**src/rtl/bayer_seq.sv**
```systemverilog
module bayer_seq #(
  parameter int ADDR_W    = 3,
  parameter int MODE_ADDR = 7
) (
  input  logic              clk,
  input  logic              rst_n,
  input  logic              strobe,
  input  logic              wr_en,
  input  logic [ADDR_W-1:0] wr_addr,
  input  logic              wr_val,
  output logic [1:0]        color,
  output logic              chan_blue,
  output logic              pix_odd,
  output logic              line_type,
  output logic              param_load
);
  localparam logic [1:0] C_RED = 2'b00;
  localparam logic [1:0] C_GRN = 2'b01;
  localparam logic [1:0] C_BLU = 2'b10;

  logic mode_en, phase, in_line, pend;

  wire mode_wr  = wr_en && (wr_addr == ADDR_W'(MODE_ADDR));
  wire parm_wr  = wr_en && !mode_wr;
  wire restart  = mode_wr && wr_val && !strobe;
  wire line_end = mode_en && in_line && !strobe;
  wire live     = strobe && mode_en;
  wire is_green = (phase == line_type);

  always_ff @(posedge clk) begin
    if (!rst_n) begin
      mode_en    <= 1'b0;
      phase      <= 1'b0;
      in_line    <= 1'b0;
      pend       <= 1'b0;
      line_type  <= 1'b0;
      color      <= C_GRN;
      chan_blue  <= 1'b0;
      pix_odd    <= 1'b0;
      param_load <= 1'b0;
    end else begin
      if (mode_wr) mode_en <= wr_val;
      in_line <= strobe;
      phase   <= strobe ? ~phase : 1'b0;
      if (restart)       line_type <= 1'b0;
      else if (line_end) line_type <= ~line_type;
      color      <= (!live || is_green) ? C_GRN : (line_type ? C_BLU : C_RED);
      chan_blue  <= live && !is_green;
      pix_odd    <= strobe && !mode_en && phase;
      param_load <= (pend || parm_wr) && !strobe;
      pend       <= (pend || parm_wr) && strobe;
    end
  end
endmodule

```
**config.mk**
```make
export PLATFORM = sky130hd
export DESIGN_NAME = bayer_seq
export DESIGN_NICKNAME = d
export VERILOG_FILES = /design/src/rtl/bayer_seq.sv
export SDC_FILE = /design/constraint.sdc
export NUM_CORES = 1
export LEC_CHECK = 0
export ABC_CLOCK_PERIOD_IN_PS = 1100
export BUFFER_PORTS_ARGS = -buffer_cell sky130_fd_sc_hd__buf_2
export CORE_AREA = 2 2 39 41
export DETAILED_ROUTE_END_ITERATION = 10
export DIE_AREA = 0 0 41 43
export PLACE_DENSITY_LB_ADDON = 0.2
export SLEW_MARGIN = 20
export SYNTH_ARGS = -nofsm -noshare
export SYNTH_HDL_FRONTEND = slang
export SYNTH_SLANG_ARGS = --single-unit
```
**constraint.sdc**
```tcl
create_clock -name clk -period 1.1 [get_ports clk]
set_input_delay 0.165 -clock clk [delete_from_list [all_inputs] [get_ports clk]]
set_output_delay 0.165 -clock clk [all_outputs]
set_load 0.02 [all_outputs]
```
==> run summary <==
status -> completed
Slew Viols, Final -> 0
Leak -> 0.210 nW
Via Count -> 255
core area -> 0.00138 mm2
initial antenna violation count -> 0
aggregate global-route resource usage -> 8.77%
FF-to-FF End -> line_type
dpl hpwl -> 458 um
WP data arrival -> 870 ps
commonest non-fill, non-tap cell in the layout -> buf_2
synthesized cell area -> 325 um2
Bufs on Longest Clock Path -> 2
TritonCTS buffer count -> 3
# IOs -> 14
PD cells -> 1520 mW/mm2
vias in the first global route -> 246
Starting DRT DRC Count -> 1
Final Setup Violations -> 0
most frequent cells in the layout -> 13 x buf_2, 10 x dfxtp_1, 3 x inv_1, 3 x nor3b_1, 3 x clkbuf_4
Worst path max stage delay -> 410 ps
clock network latency to the later pin of the worst-skew pair -> 260 ps
ratio of cells with drive above 1 in the final layout -> 34.8%
Remaining DRCs -> 0
warnings from Yosys -> 0
crit path launch type -> flop
Gate Count Post-Synth -> 30
CTS sink count -> 10
nets -> 56
setup TNS -> 0 ps
final hold violation count -> 0
Starting Density -> 23.5%
Worst Hold Path EP -> param_load
Detailed Route WL -> 567 um
crit path cell chain -> buf_2
die area -> 0.00176 mm2
Worst setup EP type -> primary output
DRT Pass-1 Iters -> 2
Critical Path RT -> 940 ps
fmax -> 968 MHz
CTS root buf -> clkbuf_4
pin count of the biggest net entering global routing -> 6
Worst Path Max Fanout -> 4
CTS H-tree lvls -> 1
Peak VDD IR -> 0.467 mV
Hold Crit Class -> primary input to flop
sequential area share after synthesis -> 61.5%
Die X -> 41 um
ANT cells -> 0
Seq cells post-synth -> 10
WHS -> 134 ps
Period minus WS final -> 1030 ps
CTS Hold Bufs -> 0
Final period util -> 94.0%
TritonCTS clock tree -> done
Die Ht -> 43 um
r2r startpoint -> mode_en
Routed Antenna Nets -> 0
RSZ-0062 raised after global routing -> false
worst relative slew slack -> 87.5%
reg2reg path depth -> 3
Net Count, Synth -> 38
global placement routability congestion -> 0.713
Buf/Inv on CP -> 1
Clock Skew -> 0.771 ps
Synth-to-Final Area Change -> 33.1%
WL/cell -> 9.15 um
Hold Path Stages -> 2
total congestion overflow -> 0
synth unique cells -> 15
critical path class -> flop to primary output
Syn Area/Cell -> 10.8 um2
IO buf count -> 13
first-pass GRT wire length -> 972 um
slowest CP cell -> dfxtp_1
CTS resizes -> 0
CTS clk-pin slew, worst paths -> 60 ps
R2R setup slack -> 250 ps
Top delay family on crit path -> flip-flops
Via-to-Cell Ratio -> 4.11
postcts setup bufs -> 0
worst slew pin tran -> 188 ps
max-cap violations -> 0
critical hold path startpoint -> strobe
Rows -> 14
## layer usage
layer,part of all wire (%),vias to the layer above,GRT usage [%]
met5,0,-,0
met4,3.2,0,6.00
met3,6.7,2,4.71
met2,47,7,11.9
met1,43,112,10.1
li1,-,134,-
## how the worst max path moves through the flow
stage / startpoint / end / slack [ps] / cells past startpoint
floorplan: line_type / color[0] / 200 / 3
global placement: strobe / line_type / 230 / 4
detailed placement: wr_addr[2] / line_type / 250 / 3
CTS: line_type / line_type / 60 / 1
global route: line_type / line_type / 30 / 1
finish: line_type / line_type / 70 / 1
## final cells by class
cell class / count / area (um2)
clock buffers: 3 / 22.5
fillers: 157 / 951
inverters: 3 / 11.3
multi-input cells: 17 / 114
flip-flops and latches: 10 / 200
well taps: 16 / 20.0
repair buffers: 13 / 65.1
## flip-flops by register name, indices dropped and copies added (netlist names)
name,count
chan_blue,1
color,2
in_line,1
line_type,1
mode_en,1
param_load,1
pend,1
phase,1
pix_odd,1
## report_power, final
| part | switching [mW] | total (mW) | leakage (nW) | internal, mW |
|---|---|---|---|---|
| clock network | 0.116 | 0.242 | 0.0138 | 0.126 |
| logic | 0.0220 | 0.0414 | 0.115 | 0.0194 |
| registers | 0.00460 | 0.376 | 0.0815 | 0.372 |
## logic make-up after synthesis
kind of cell              Yosys count  synth area share (%)
buffers and inverters               3                  3.46
muxes                               1                  3.08
DFF                                10                  61.5
xor gates and xnor gates            2                  5.39
and+or+nand+nor                    12                  21.9
AOI/OAI and AO/OA                   2                  4.61
## stage by stage
step / instance area, um2 / utilization, % / power [mW] / setup WS [ps] / std cells
finish: 433 / 31.3 / 0.660 / 66.5 / 62
global route: 433 / 31.3 / 0.689 / 27.9 / 62
CTS: 433 / 31.3 / 0.667 / 55.9 / 62
detailed placement: 410 / 29.7 / 0.426 / 245 / 59
global placement: 410 / 29.7 / 0.426 / 235 / 59
floorplan: 325 / - / 0.402 / 201 / 30
## cells in the mapped netlist (all sizes together)
master	instances	share of area [%]
a21oi	1	1.5
and2b	1	2.3
dfxtp	10	62
inv	3	3.5
mux2i	1	3.1
nand2	1	1.2
nand3	2	3.1
nand3b	1	2.3
nand4	1	1.9
nor2	2	2.3
nor2b	1	1.9
nor3b	3	6.9
o311a	1	3.1
xnor2	1	2.7
xor2	1	2.7
Note: power is estimated with default switching activity, not from simulation.
